### config.mk
export PLATFORM = sky130hd
export DESIGN_NAME = fetch_pc_predict
export DESIGN_NICKNAME = d
export VERILOG_FILES = /design/src/rtl/fetch_pc_predict.sv
export SDC_FILE = /design/constraint.sdc
export NUM_CORES = 1
export LEC_CHECK = 0
export BUFFER_PORTS_ARGS = -buffer_cell sky130_fd_sc_hd__clkbuf_2
export CELL_PAD_IN_SITES_DETAIL_PLACEMENT = 1
export CELL_PAD_IN_SITES_GLOBAL_PLACEMENT = 1
export CORE_AREA = 5 5 116 118
export CTS_CLUSTER_SIZE = 12
export DETAILED_ROUTE_END_ITERATION = 8
export DIE_AREA = 0 0 121 123
export HOLD_SLACK_MARGIN = 0.15
export PLACE_DENSITY_LB_ADDON = 0.3
export SETUP_SLACK_MARGIN = 0.02
export SKIP_CTS_REPAIR_TIMING = 1
export SKIP_LAST_GASP = 1
export SYNTH_ARGS = -nofsm -noshare
export SYNTH_HDL_FRONTEND = slang
export SYNTH_SLANG_ARGS = --single-unit
### constraint.sdc
create_clock -name clk -period 5.4 [get_ports clk]
set_clock_uncertainty 0.2 [all_clocks]
set_input_delay 0.54 -clock clk [delete_from_list [all_inputs] [get_ports clk]]
set_output_delay 0.54 -clock clk [all_outputs]
set_load 0.05 [all_outputs]
### src/rtl/fetch_pc_predict.sv
module fetch_pc_predict #(
  parameter int AW = 32,
  parameter logic [AW-1:0] RESET_PC = '0
) (
  input  logic          clk,
  input  logic          rst_n,
  input  logic [1:0]    policy,
  input  logic [2:0]    op_class,
  input  logic [AW-1:0] instr_pc,
  input  logic [AW-1:0] imm_target,
  input  logic [AW-1:0] fall_addr,
  input  logic          mem_mispredict,
  input  logic          mem_was_taken,
  input  logic [AW-1:0] mem_target,
  input  logic [AW-1:0] mem_fall,
  input  logic          wb_ret_valid,
  input  logic [AW-1:0] wb_ret_addr,
  output logic [AW-1:0] pred_pc,
  output logic          pred_taken,
  output logic          ret_unpred,
  output logic [AW-1:0] fetch_pc
);

  localparam logic [2:0] C_JMP  = 3'd1;
  localparam logic [2:0] C_CALL = 3'd2;
  localparam logic [2:0] C_BR   = 3'd3;
  localparam logic [2:0] C_RET  = 3'd4;

  localparam logic [1:0] P_TAKEN = 2'b00;
  localparam logic [1:0] P_BTFN  = 2'b10;

  logic [AW-1:0] pc_q;
  logic          is_br, backward, br_take, uncond;

  assign is_br    = (op_class == C_BR);
  assign uncond   = (op_class == C_JMP) || (op_class == C_CALL);
  assign backward = (imm_target < instr_pc);

  always_comb begin
    case (policy)
      P_TAKEN: br_take = 1'b1;
      P_BTFN:  br_take = backward;
      default: br_take = 1'b0;
    endcase
  end

  assign pred_taken = is_br && br_take;
  assign ret_unpred = (op_class == C_RET);
  assign pred_pc    = (uncond || pred_taken) ? imm_target : fall_addr;

  always_ff @(posedge clk) begin
    if (!rst_n) pc_q <= RESET_PC;
    else        pc_q <= pred_pc;
  end

  assign fetch_pc = mem_mispredict ? (mem_was_taken ? mem_fall : mem_target)
                  : wb_ret_valid   ? wb_ret_addr
                  : pc_q;

  a_r1_uncond_target: assert property (@(posedge clk) disable iff (!rst_n)
    uncond |-> (pred_pc == imm_target) && !pred_taken);

  a_r6_ret_flag: assert property (@(posedge clk) disable iff (!rst_n)
    ret_unpred |-> (pred_pc == fall_addr) && !pred_taken);

  a_r5_btfn_forward: assert property (@(posedge clk) disable iff (!rst_n)
    (is_br && policy == P_BTFN && imm_target >= instr_pc) |-> !pred_taken);

  a_r7_holds_pred: assert property (@(posedge clk) disable iff (!rst_n)
    1'b1 |=> (mem_mispredict || wb_ret_valid || fetch_pc == $past(pred_pc)));

  a_r8_correct_wins: assert property (@(posedge clk) disable iff (!rst_n)
    (mem_mispredict && mem_was_taken) |-> (fetch_pc == mem_fall));

  a_r9_ret_addr: assert property (@(posedge clk) disable iff (!rst_n)
    (wb_ret_valid && !mem_mispredict) |-> (fetch_pc == wb_ret_addr));

endmodule

==> Yosys cells after proc, flatten, opt, wreduce, memory -nomap -nowiden <==
Index checks and enable logic that the tools add are counted.
{ "word_totals": {"register_bits": 32, "out_inout_bits": 66, "word_cells": 16} }
{ "op_classes": {"magnitude_cmp": 1, "n_eq_ne": 5, "mux": 5, "n_reduce_logical": 4} }
{ "op_table": {"columns": ["cell", "count"], "rows": [
  ["2-to-1 mux 32 bit", 4],
  ["< comparator 32 bit", 1],
  ["equality test 3 x 2 -> 1 bit (second input constant)", 2],
  ["equality test 3 x 1 -> 1 bit (second input constant)", 1],
  ["equality test 3 bit (second input constant)", 1],
  ["equality test 2 bit (second input constant)", 1],
  ["logical NOT 2 bit", 1],
  ["logical OR 1 bit", 2],
  ["case mux 1 bit (2 select lines)", 1],
  ["logical AND 1 bit", 1]
]} }

==> Logic depth before layout (Yosys ltp) <==
Gate-level depths: netlist (run 1).
{ "depth": {"ltp_word": 5, "mapped_depth": 10} }

==> Worst setup path after synthesis (run 1) <==
OpenSTA, ideal clock, no wires.
{ "synth_timing": {"path_kind": "input-to-output", "from": "in instr_pc[11]", "to": "out pred_taken", "arrival_ps": 4133, "setup_slack_ps": 527, "cell_stages": 8, "n_path_buf": 0, "path_cell_list": "inv_1 ha_1 a21oi_1 o21ai_0 a221oi_1 a31oi_1 nand4b_1 a2111oi_0"} }
{ "synth_via": {"elab_chain_len": 3} }
{ "synth_lines": {"columns": ["element", "line_no", "text"], "rows": [
  ["start, declared", "9", "input logic [AW-1:0] instr_pc,"],
  ["< comparator 32 bit", "37", "assign backward = (imm_target < instr_pc);"],
  ["case mux 1 bit (2 select lines)", "40", "case (policy)"],
  ["logical AND 1 bit", "47", "assign pred_taken = is_br && br_take;"],
  ["end, declared", "19", "output logic pred_taken,"]
]} }
No other way between the ends.

==> Worst setup path after layout (run 1) <==
{ "layout_timing": {"from": "in instr_pc[14]", "to": "out pred_pc[12]"} }
{ "layout_via": {"elab_chain_len": 5} }
{ "layout_lines": {"columns": ["element", "line_no", "text"], "rows": [
  ["< comparator 32 bit", "37", null],
  ["case mux 1 bit (2 select lines)", "40", null],
  ["logical AND 1 bit", "47", null],
  ["logical OR 1 bit", "49", "assign pred_pc = (uncond || pred_taken) ? imm_target : fall_addr;"],
  ["2-to-1 mux 32 bit", "49", null],
  ["end, declared", "18", "output logic [AW-1:0] pred_pc,"]
]} }
No other way between the ends.

==> results of run 1 <==
==> per-layer routing <==
layer / GRT usage (%) / wire (microns) / part of all wire (%)
met5: 0 / 0 / 0
met4: 3.19 / 112 / 0.81
met3: 2.97 / 917 / 6.6
met2: 33.4 / 7040 / 51
met1: 21.2 / 5830 / 42
==> path summary, 6_finish.rpt <==
| kind | start | cells after the start | to |
|---|---|---|---|
| min | fall_addr[26] | 3 | pc_q[26] |
| max | instr_pc[14] | 11 | pred_pc[12] |
==> logic make-up (layout without fill, tap and decap cells) <==
logic type / count (synthesis) / in the layout / share of synthesized area (%)
AO/OA/AOI/OAI: 88 / 88 / 15.1
adder cells (fa/ha/maj): 31 / 31 / 10.9
buffers and inverters: 64 / 308 / 7.68
multiplexers: 96 / 96 / 31.0
flip-flops: 32 / 32 / 18.0
AND/OR/NAND/NOR: 132 / 132 / 17.4
==> through the flow <==
| step | setup WS (ps) | instance area [sq um] |
|---|---|---|
| floorplan | 527 | 3570 |
| global placement | 969 | 4990 |
| detailed placement | 938 | 4990 |
| CTS | 930 | 5160 |
| global route | 729 | 5160 |
| finish | 961 | 5160 |
==> worst max-delay path: stages <==
cell      delay, ps
clkbuf_2         80
inv_1            30
ha_1            310
nand4_1         150
or4_1           530
or4_1           400
a31oi_1         380
o21ai_4         350
buf_12          320
mux2_4          330
clkbuf_2        250
==> power breakdown <==
part	switching [mW]	leakage [nW]	internal, mW
clock	0.0966	0.0798	0.216
sequential	0.00455	0.267	0.259
combinational	0.361	2.51	0.203
==> Yosys cell counts <==
library cell | count | area, sq um
a2111oi_0 | 2 | 17.5
a211oi_1 | 32 | 240
a21oi_1 | 44 | 220
a221oi_1 | 2 | 17.5
a31oi_1 | 1 | 6.26
and2_1 | 1 | 6.26
and4_1 | 1 | 8.76
buf_1 | 3 | 11.3
buf_2 | 3 | 15.0
buf_6 | 4 | 45.0
clkbuf_1 | 22 | 82.6
dfxtp_1 | 32 | 641
ha_1 | 31 | 388
inv_1 | 32 | 120
mux2_2 | 4 | 45.0
mux2_4 | 28 | 420
mux2i_1 | 64 | 641
nand2_1 | 77 | 289
nand2b_1 | 2 | 12.5
nand3_1 | 2 | 10.0
nand4_1 | 5 | 31.3
nand4b_1 | 1 | 8.76
nor2_1 | 6 | 22.5
nor2b_1 | 32 | 200
nor3_1 | 2 | 10.0
nor4_1 | 1 | 6.26
o21ai_0 | 6 | 30.0
o21ai_1 | 1 | 5.00
or4_1 | 2 | 15.0
==> area by class of cell <==
cell class / instances / area, sq um
fill: 1599 / 7200
multi-input combinational: 347 / 2660
timing repair buffer: 268 / 1360
sequential: 32 / 641
tap: 172 / 215
clock buffer: 5 / 125
inverter: 32 / 120
clock inverter: 3 / 42.5
==> load_flow_metrics.sql, run 1 <==
INSERT INTO impl_metrics (metric_group, metric, value, unit) VALUES
('power', 'p_leak', '2.86', 'nW'),
('cells_and_area', 'post_layout_net_count', '919', ''),
('clock_tree', 'cts.sinks', '32', ''),
('clock_tree', 'tritoncts.num_buffers', '5', ''),
('cells_and_area', 'largest-register', 'pc_q', ''),
('floorplan', 'die_x', '121', 'microns'),
('outcome', 'run_status', 'completed', ''),
('placement', 'dp_hpwl', '12300', 'microns'),
('global_route', 'antenna_found_initial', '0', ''),
('setup_path', 'critPathArrivalTime', '3700', 'ps'),
('clock_tree', 'cts-root-to-sink-buffers', '2', ''),
('clock_tree', 'htreeDepth', '2', ''),
('clock_tree', 'worst_setup_hold_path_clk_slew', '50', 'ps'),
('timing', 'timing.final.setup_violations', '0', ''),
('yosys', 'ys_seq_elements', '32', ''),
('timing', 'layout_min_cycle_time', '4440', 'ps'),
('timing', 'fin_hold_ws', '308', 'ps'),
('cells_and_area', 'layout.core_utilization', '41.8', '%'),
('drt', 'drt-wirelength-per-cell', '16.2', 'microns'),
('cells_and_area', 'mostFrequentLayoutCell', 'clkbuf_2', ''),
('floorplan', 'core_area', '0.0124', 'sq mm'),
('yosys', 'yosys_warnings', '0', ''),
('yosys', 'synth_area_per_cell', '8.05', 'sq um'),
('global_route', 'pin_count_of_the_biggest_net_entering_global_routing', '65', ''),
('global_route', 'grt_pass1_vias', '4232', ''),
('cells_and_area', 'insertedDiodeCount', '0', ''),
('floorplan', 'initial_utilization', '28.8', '%'),
('yosys', 'yosysUniqueCellTypes', '29', ''),
('clock_tree', 'cts_tree', 'yes', ''),
('timing', 'slew-limit-headroom', '22.8', '%'),
('power', 'ir_drop', '0.0930', 'mV'),
('run', 'drv.max_cap_violation_count', '0', ''),
('cells_and_area', 'mostFrequentLayoutCells', '267 x clkbuf_2, 77 x nand2_1, 64 x mux2i_1', ''),
('global_route', 'gr-usage-all-layers', '17.7', '%'),
('min_path', 'min_path_type', 'primary input to register', ''),
('drt', 'remaining_drc_errors', '0', ''),
('setup_path', 'worstPathRequired', '4660', 'ps'),
('placement', 'place_inst', '851', ''),
('floorplan', 'fp-row-count', '41', ''),
('timing', 'worst_pin_slew', '1160', 'ps'),
('timing', 'final.setup.tns', '0', 'ps'),
('drt', 'dr.pass1.iters', '4', ''),
('setup_path', 'path_max_fanout', '42', ''),
('drt', 'avgViaCountPerCell', '4.65', ''),
('cells_and_area', 'layout-area-overhead-vs-synth', '44.8', '%'),
('placement', 'place.gp.congestion', '0.841', ''),
('timing', 'hold_viol', '0', ''),
('yosys', 'synth_nets', '676', ''),
('clock_tree', 'cts.root.buffer_cell', 'clkbuf_16', ''),
('power', 'finalPower', '1.14', 'mW'),
('cells_and_area', 'largest_registers', 'pc_q x32', ''),
('cells_and_area', 'final_standard_cell_count_with_taps_included_and_fillers_excluded', '859', ''),
('yosys', 'sequential_to_total_area_share_from_yosys_stat', '18.0', '%'),
('timing', 'max_clock_freq', '225', 'MHz'),
('drt', 'first_iter_violations', '119', ''),
('power', 'powerDensity', '221', 'mW/mm^2'),
('timing', 'grt_setup_unrepaired', 'no', ''),
('drt', 'via_count', '3993', ''),
('setup_path', 'timing.setup.critical_path_class', 'primary input to primary output', ''),
('timing', 'finalMaxSlewViolations', '0', ''),
('cells_and_area', 'layout_cell_share_with_drive_strength_beyond_1', '45.0', '%'),
('global_route', 'grt_overflow', '0', ''),
('global_route', 'grt_first_pass_wirelength', '21300', 'microns'),
('floorplan', 'die_area', '0.0149', 'sq mm'),
('setup_path', 'critPathCaptureType', 'primary output', ''),
('timing', 'share_of_the_clock_period_used_by_the_worst_path_after_layout', '82.2', '%'),
('cells_and_area', 'largest_register_ff_count', '32', ''),
('drt', 'detail_route.wirelength', '13900', 'microns'),
('floorplan', 'dieHeight', '123', 'microns'),
('setup_path', 'startpoint_type', 'primary input', ''),
('drt', 'ant_nets', '0', ''),
('yosys', 'synth_cells', '443', ''),
('yosys', 'area_of_the_mapped_netlist', '0.00357', 'sq mm'),
('floorplan', 'io_pins', '268', ''),
('placement', 'port_buffers', '267', '');
No activity file was read; power rests on OpenSTA's default activity.
==> inputs of run 2 (changes only) <==
--- a/config.mk
+++ b/config.mk
@@ -8,10 +8,10 @@
 export BUFFER_PORTS_ARGS = -buffer_cell sky130_fd_sc_hd__clkbuf_2
 export CELL_PAD_IN_SITES_DETAIL_PLACEMENT = 1
 export CELL_PAD_IN_SITES_GLOBAL_PLACEMENT = 1
-export CORE_AREA = 5 5 116 118
+export CORE_AREA = 5 5 121 123
 export CTS_CLUSTER_SIZE = 12
 export DETAILED_ROUTE_END_ITERATION = 8
-export DIE_AREA = 0 0 121 123
+export DIE_AREA = 0 0 126 128
 export HOLD_SLACK_MARGIN = 0.15
 export PLACE_DENSITY_LB_ADDON = 0.3
 export SETUP_SLACK_MARGIN = 0.02
==> constraint.sdc (replaced) <==
create_clock -name clk -period 4.4 [get_ports clk]
set_clock_uncertainty 0.2 [all_clocks]
set_input_delay 0.44 -clock clk [delete_from_list [all_inputs] [get_ports clk]]
set_output_delay 0.44 -clock clk [all_outputs]
set_load 0.05 [all_outputs]
==> run 2 against run 1 <==
Net effect:
- hold slack lost 76 ps
- routed wire length grew 0.53%
- via count grew 0.30%
- critical path depth is the same
- largest cell class unchanged
- highest routed layer unchanged
==> load_flow_metrics.sql, run 2 (synthesized netlist as in run 1, its figures left out) <==
INSERT INTO impl_metrics (metric_group, metric, value, unit) VALUES
('placement', 'dp_hpwl', '12400', 'microns'),
('drt', 'remaining_drc_errors', '0', ''),
('clock_tree', 'cts.root.buffer_cell', 'clkbuf_16', ''),
('setup_path', 'cp.buffers_inverters', '4', ''),
('cells_and_area', 'layout.core_utilization', '38.0', '%'),
('global_route', 'antenna_found_initial', '1', ''),
('setup_path', 'startpoint_type', 'primary input', ''),
('drt', 'dr.pass1.iters', '4', ''),
('floorplan', 'dieHeight', '128', 'microns'),
('floorplan', 'core_area', '0.0136', 'sq mm'),
('drt', 'detail_route.wirelength', '14000', 'microns'),
('timing', 'worst_pin_slew', '1160', 'ps'),
('clock_tree', 'tritoncts.num_buffers', '5', ''),
('timing', 'final.setup.tns', '0', 'ps'),
('drt', 'avgViaCountPerCell', '4.60', ''),
('setup_path', 'critical_path.max_stage_delay', '540', 'ps'),
('clock_tree', 'cts.sinks', '32', ''),
('floorplan', 'die_x', '126', 'microns'),
('run', 'drv.max_cap_violation_count', '0', ''),
('global_route', 'grt_pass1_vias', '4303', ''),
('setup_path', 'timing.setup.critical_path_class', 'primary input to primary output', ''),
('setup_path', 'critPathArrivalTime', '3350', 'ps'),
('setup_path', 'cpMaxStageDelayCell', 'or4_1', ''),
('timing', 'timing.final.setup_violations', '0', ''),
('power', 'p_leak', '2.86', 'nW'),
('timing', 'hold_viol', '0', ''),
('clock_tree', 'cts-root-to-sink-buffers', '2', ''),
('setup_path', 'crit_chain', 'clkbuf_2, inv_1, ha_1, nand4_1, or4_1, or4_1, a31oi_1, o21ai_4, buf_4, mux2_4, clkbuf_2', ''),
('cells_and_area', 'mostFrequentLayoutCell', 'clkbuf_2', ''),
('cells_and_area', 'layout_cell_share_with_drive_strength_beyond_1', '45.1', '%'),
('power', 'ir_drop', '0.119', 'mV'),
('power', 'powerDensity', '257', 'mW/mm^2'),
('global_route', 'gr-usage-all-layers', '16.3', '%'),
('cells_and_area', 'post-route-cell-area', '0.00516', 'sq mm'),
('cells_and_area', 'mostFrequentLayoutCells', '267 x clkbuf_2, 77 x nand2_1, 64 x mux2i_1', ''),
('timing', 'layout_min_cycle_time', '3990', 'ps'),
('floorplan', 'io_pins', '268', ''),
('timing', 'max_clock_freq', '251', 'MHz'),
('outcome', 'run_status', 'completed', ''),
('placement', 'postPlaceCellArea', '0.00502', 'sq mm'),
('clock_tree', 'htreeDepth', '2', ''),
('global_route', 'grt_first_pass_wirelength', '21500', 'microns'),
('power', 'finalPower', '1.32', 'mW'),
('floorplan', 'die_area', '0.0161', 'sq mm'),
('drt', 'via_count', '4005', ''),
('global_route', 'grt_overflow', '0', ''),
('floorplan', 'initial_utilization', '26.3', '%'),
('timing', 'share_of_the_clock_period_used_by_the_worst_path_after_layout', '90.6', '%'),
('setup_path', 'worstPathRequired', '3760', 'ps'),
('setup_path', 'path_max_fanout', '30', ''),
('cells_and_area', 'largest_register_ff_count', '32', ''),
('drt', 'first_iter_violations', '58', ''),
('timing', 'finalMaxSlewViolations', '0', ''),
('cells_and_area', 'layout-area-overhead-vs-synth', '44.6', '%'),
('drt', 'ant_nets', '0', ''),
('timing', 'slew-limit-headroom', '22.8', '%'),
('global_route', 'pin_count_of_the_biggest_net_entering_global_routing', '65', ''),
('floorplan', 'fp-row-count', '43', ''),
('setup_path', 'timing.critical_path.max_delay_family', 'simple AND/OR/NAND/NOR gates', ''),
('placement', 'place.gp.congestion', '0.836', ''),
('cells_and_area', 'post_layout_net_count', '923', ''),
('drt', 'drt-wirelength-per-cell', '16.1', 'microns'),
('cells_and_area', 'largest-register', 'pc_q', ''),
('cells_and_area', 'insertedDiodeCount', '0', ''),
('placement', 'port_buffers', '267', ''),
('clock_tree', 'cts_tree', 'yes', ''),
('cells_and_area', 'largest_registers', 'pc_q x32', ''),
('setup_path', 'critPathCaptureType', 'primary output', ''),
('min_path', 'min_path_type', 'primary input to register', ''),
('clock_tree', 'worst_setup_hold_path_clk_slew', '50', 'ps'),
('cells_and_area', 'fill_cells', '1759', ''),
('timing', 'grt_setup_unrepaired', 'no', '');
[run 2: changes by cell type in the layout (fill, tap and decap cells not counted)]
cell and delta:
buf_4 +5, a2111oi_0 -1, a2111oi_1 +1, buf_12 -1
bufinv_16 -1, clkbuf_1 +1, clkinvlp_4 -1
[run 2: worst paths after layout]
check             slack (ps)  depth (start not counted)    startpoint    endpoint
setup / recovery         410                         11  instr_pc[13]  pred_pc[6]
hold / removal           230                          3  fall_addr[2]     pc_q[2]
[run 2: metrics by stage]
stage	setup slack, ps	instances	hold WS [ps]
final	415	870	231
after global routing	240	870	239
after CTS	396	870	230
after detailed placement	400	863	508
after global placement	480	863	496
after floorplan	384	443	379
[run 2: per-layer routing]
| layer | routed length (microns) | track usage [%] | part of all wire (%) | vias to the layer above |
|---|---|---|---|---|
| li1 | - | - | - | 2055 |
| met1 | 5820 | 20.1 | 42 | 1803 |
| met2 | 7190 | 30.0 | 51 | 134 |
| met3 | 799 | 2.33 | 5.7 | 13 |
| met4 | 166 | 3.97 | 1.2 | 0 |
| met5 | 0 | 0 | 0 | - |
[run 2: area by class of cell]
cell class | instances | area, sq um | area share, %
Multi-Input combinational cell | 347 | 2660 | 51.6
Clock inverter | 1 | 5.00 | 0.0970
Clock buffer | 6 | 129 | 2.50
Tap cell | 180 | 225 | 4.37
Timing Repair Buffer | 272 | 1370 | 26.6
Inverter | 32 | 120 | 2.33
Sequential cell | 32 | 641 | 12.4
[run 2: power by group]
part           switching (mW)  internal [mW]
clock network           0.104          0.204
registers             0.00551          0.318
logic                   0.443          0.250
==> inputs of run 3 (changes only) <==
==> constraint.sdc (replaced) <==
create_clock -name clk -period 4.25 [get_ports clk]
set_clock_uncertainty 0.2 [all_clocks]
set_input_delay 0.425 -clock clk [delete_from_list [all_inputs] [get_ports clk]]
set_output_delay 0.425 -clock clk [all_outputs]
set_load 0.05 [all_outputs]
==> run 3 against run 2 <==
Net effect:
- via count is 0.67% lower
- clock power is 37% higher
- count of clock-buffer cells in the layout is 1 higher
- non-clock buffer count is 3 lower
- critical endpoint is now pred_pc[11]
- sequential power is 3% higher
- cell count is 0.23% lower
==> load_flow_metrics.sql, run 3 (synthesized netlist as in run 1, its figures left out) <==
INSERT INTO impl_metrics (metric_group, metric, value, unit) VALUES
('outcome', 'run_status', 'completed', ''),
('timing', 'grt_setup_unrepaired', 'no', ''),
('setup_path', 'worst_setup_path_startpoint', 'imm_target[14]', ''),
('timing', 'final.setup.tns', '0', 'ps'),
('clock_tree', 'worst_setup_hold_path_clk_slew', '50', 'ps'),
('power', 'ir_drop', '0.137', 'mV'),
('clock_tree', 'cts.sinks', '32', ''),
('drt', 'remaining_drc_errors', '0', ''),
('placement', 'port_buffers', '267', ''),
('min_path', 'worst_hold_path.endpoint', 'pc_q[2]', ''),
('setup_path', 'worstPathRequired', '3620', 'ps'),
('drt', 'avgViaCountPerCell', '4.58', ''),
('cells_and_area', 'largest_register_ff_count', '32', ''),
('setup_path', 'timing.setup.critical_path_class', 'primary input to primary output', ''),
('timing', 'postLayoutSetupSlackWorst', '342', 'ps'),
('cells_and_area', 'mostFrequentLayoutCell', 'clkbuf_2', ''),
('cells_and_area', 'fill_cells', '1746', ''),
('timing', 'timing.final.setup_violations', '0', ''),
('placement', 'place.gp.congestion', '0.841', ''),
('drt', 'via_count', '3978', ''),
('clock_tree', 'cts.root.buffer_cell', 'clkbuf_16', ''),
('floorplan', 'io_pins', '268', ''),
('cells_and_area', 'post_layout_net_count', '920', ''),
('cells_and_area', 'largest-register', 'pc_q', ''),
('global_route', 'pin_count_of_the_biggest_net_entering_global_routing', '65', ''),
('floorplan', 'initial_utilization', '26.3', '%'),
('floorplan', 'dieHeight', '128', 'microns'),
('global_route', 'grt_pass1_vias', '4327', ''),
('timing', 'fin_hold_ws', '205', 'ps'),
('timing', 'hold_viol', '0', ''),
('setup_path', 'critPathCaptureType', 'primary output', ''),
('timing', 'worst_pin_slew', '1140', 'ps'),
('power', 'p_leak', '2.88', 'nW'),
('global_route', 'antenna_found_initial', '1', ''),
('clock_tree', 'cts-root-to-sink-buffers', '2', ''),
('min_path', 'min_path_type', 'primary input to register', ''),
('clock_tree', 'htreeDepth', '2', ''),
('setup_path', 'path_max_fanout', '44', ''),
('cells_and_area', 'final_standard_cell_count_with_taps_included_and_fillers_excluded', '868', ''),
('placement', 'place_inst', '860', ''),
('timing', 'max_clock_freq', '256', 'MHz'),
('global_route', 'grt_overflow', '0', ''),
('cells_and_area', 'mostFrequentLayoutCells', '267 x clkbuf_2, 77 x nand2_1, 64 x mux2i_1', ''),
('cells_and_area', 'layout_cell_share_with_drive_strength_beyond_1', '45.1', '%'),
('global_route', 'grt_first_pass_wirelength', '21800', 'microns'),
('clock_tree', 'tritoncts.num_buffers', '5', ''),
('min_path', 'min_delay_path_depth', '3', ''),
('timing', 'finalMaxSlewViolations', '0', ''),
('drt', 'dr.pass1.iters', '3', ''),
('drt', 'first_iter_violations', '84', ''),
('power', 'powerDensity', '284', 'mW/mm^2'),
('cells_and_area', 'largest_registers', 'pc_q x32', ''),
('drt', 'ant_nets', '0', ''),
('timing', 'layout_min_cycle_time', '3910', 'ps'),
('timing', 'share_of_the_clock_period_used_by_the_worst_path_after_layout', '92.0', '%'),
('drt', 'detail_route.wirelength', '14000', 'microns'),
('timing', 'slew-limit-headroom', '24.1', '%'),
('placement', 'dp_hpwl', '12400', 'microns'),
('drt', 'drt-wirelength-per-cell', '16.1', 'microns'),
('cells_and_area', 'insertedDiodeCount', '0', ''),
('placement', 'post-place-ws', '312', 'ps'),
('floorplan', 'fp-row-count', '43', ''),
('setup_path', 'critPathArrivalTime', '3280', 'ps'),
('cells_and_area', 'layout-area-overhead-vs-synth', '45.7', '%'),
('min_path', 'worstHoldStart', 'fall_addr[2]', ''),
('floorplan', 'core_area', '0.0136', 'sq mm'),
('floorplan', 'die_x', '126', 'microns'),
('floorplan', 'die_area', '0.0161', 'sq mm'),
('global_route', 'gr-usage-all-layers', '16.5', '%'),
('run', 'drv.max_cap_violation_count', '0', ''),
('clock_tree', 'cts_tree', 'yes', ''),
('setup_path', 'startpoint_type', 'primary input', '');
run 3: cell count changes in the layout (fill, tap and decap cells not counted):
cell / delta
clkbuf_1: -1
buf_4: -4
clkinv_2: -1
clkbuf_8: +2
buf_12: +1
bufinv_16: +1
run 3: worst max-delay path, stage by stage:
cell	delay [ps]
clkbuf_2	100
ha_1	320
nand4_1	150
or4_1	530
or4_1	400
a31oi_1	380
o21ai_4	130
buf_12	230
mux2_4	340
clkbuf_2	240
run 3: cell type report:
| cell class | instances | area [sq um] | share of cell area, % |
|---|---|---|---|
| well taps | 180 | 225 | 4.33 |
| inverters | 32 | 120 | 2.31 |
| clock inverters | 1 | 30.0 | 0.578 |
| clock buffers | 7 | 153 | 2.94 |
| flip-flops and latches | 32 | 641 | 12.3 |
| repair buffers | 269 | 1360 | 26.2 |
| multi-input cells | 347 | 2660 | 51.3 |
run 3: metrics by stage:
step	power, mW	util (%)	instance area [sq um]
after floorplan	0.842	-	3570
after global placement	1.05	37.0	5010
after detailed placement	1.07	37.0	5010
after CTS	1.50	38.3	5200
after global routing	1.56	38.3	5200
final	1.47	38.3	5200
run 3: routing by layer:
metal | routed length (microns) | track usage, %
met1 | 5810 | 20.3
met2 | 7260 | 30.3
met3 | 787 | 2.58
met4 | 144 | 3.41
met5 | 0 | 0
run 3: how the worst max path moves through the flow:
stage,to,slack (ps),depth (start not counted)
2_1_floorplan,pred_taken,260,8
3_3_place_gp,pred_pc[28],380,11
3_5_place_dp,pred_pc[22],310,10
4_1_cts,pred_pc[22],300,10
5_1_grt,pred_pc[21],190,11
6_report,pred_pc[11],340,10
run 3: where the power goes:
| group | switching (mW) | internal, mW | total (mW) |
|---|---|---|---|
| Sequential | 0.00572 | 0.329 | 0.334 |
| Combinational | 0.458 | 0.258 | 0.716 |
| Clock | 0.115 | 0.308 | 0.422 |
| Total | 0.578 | 0.895 | 1.47 |
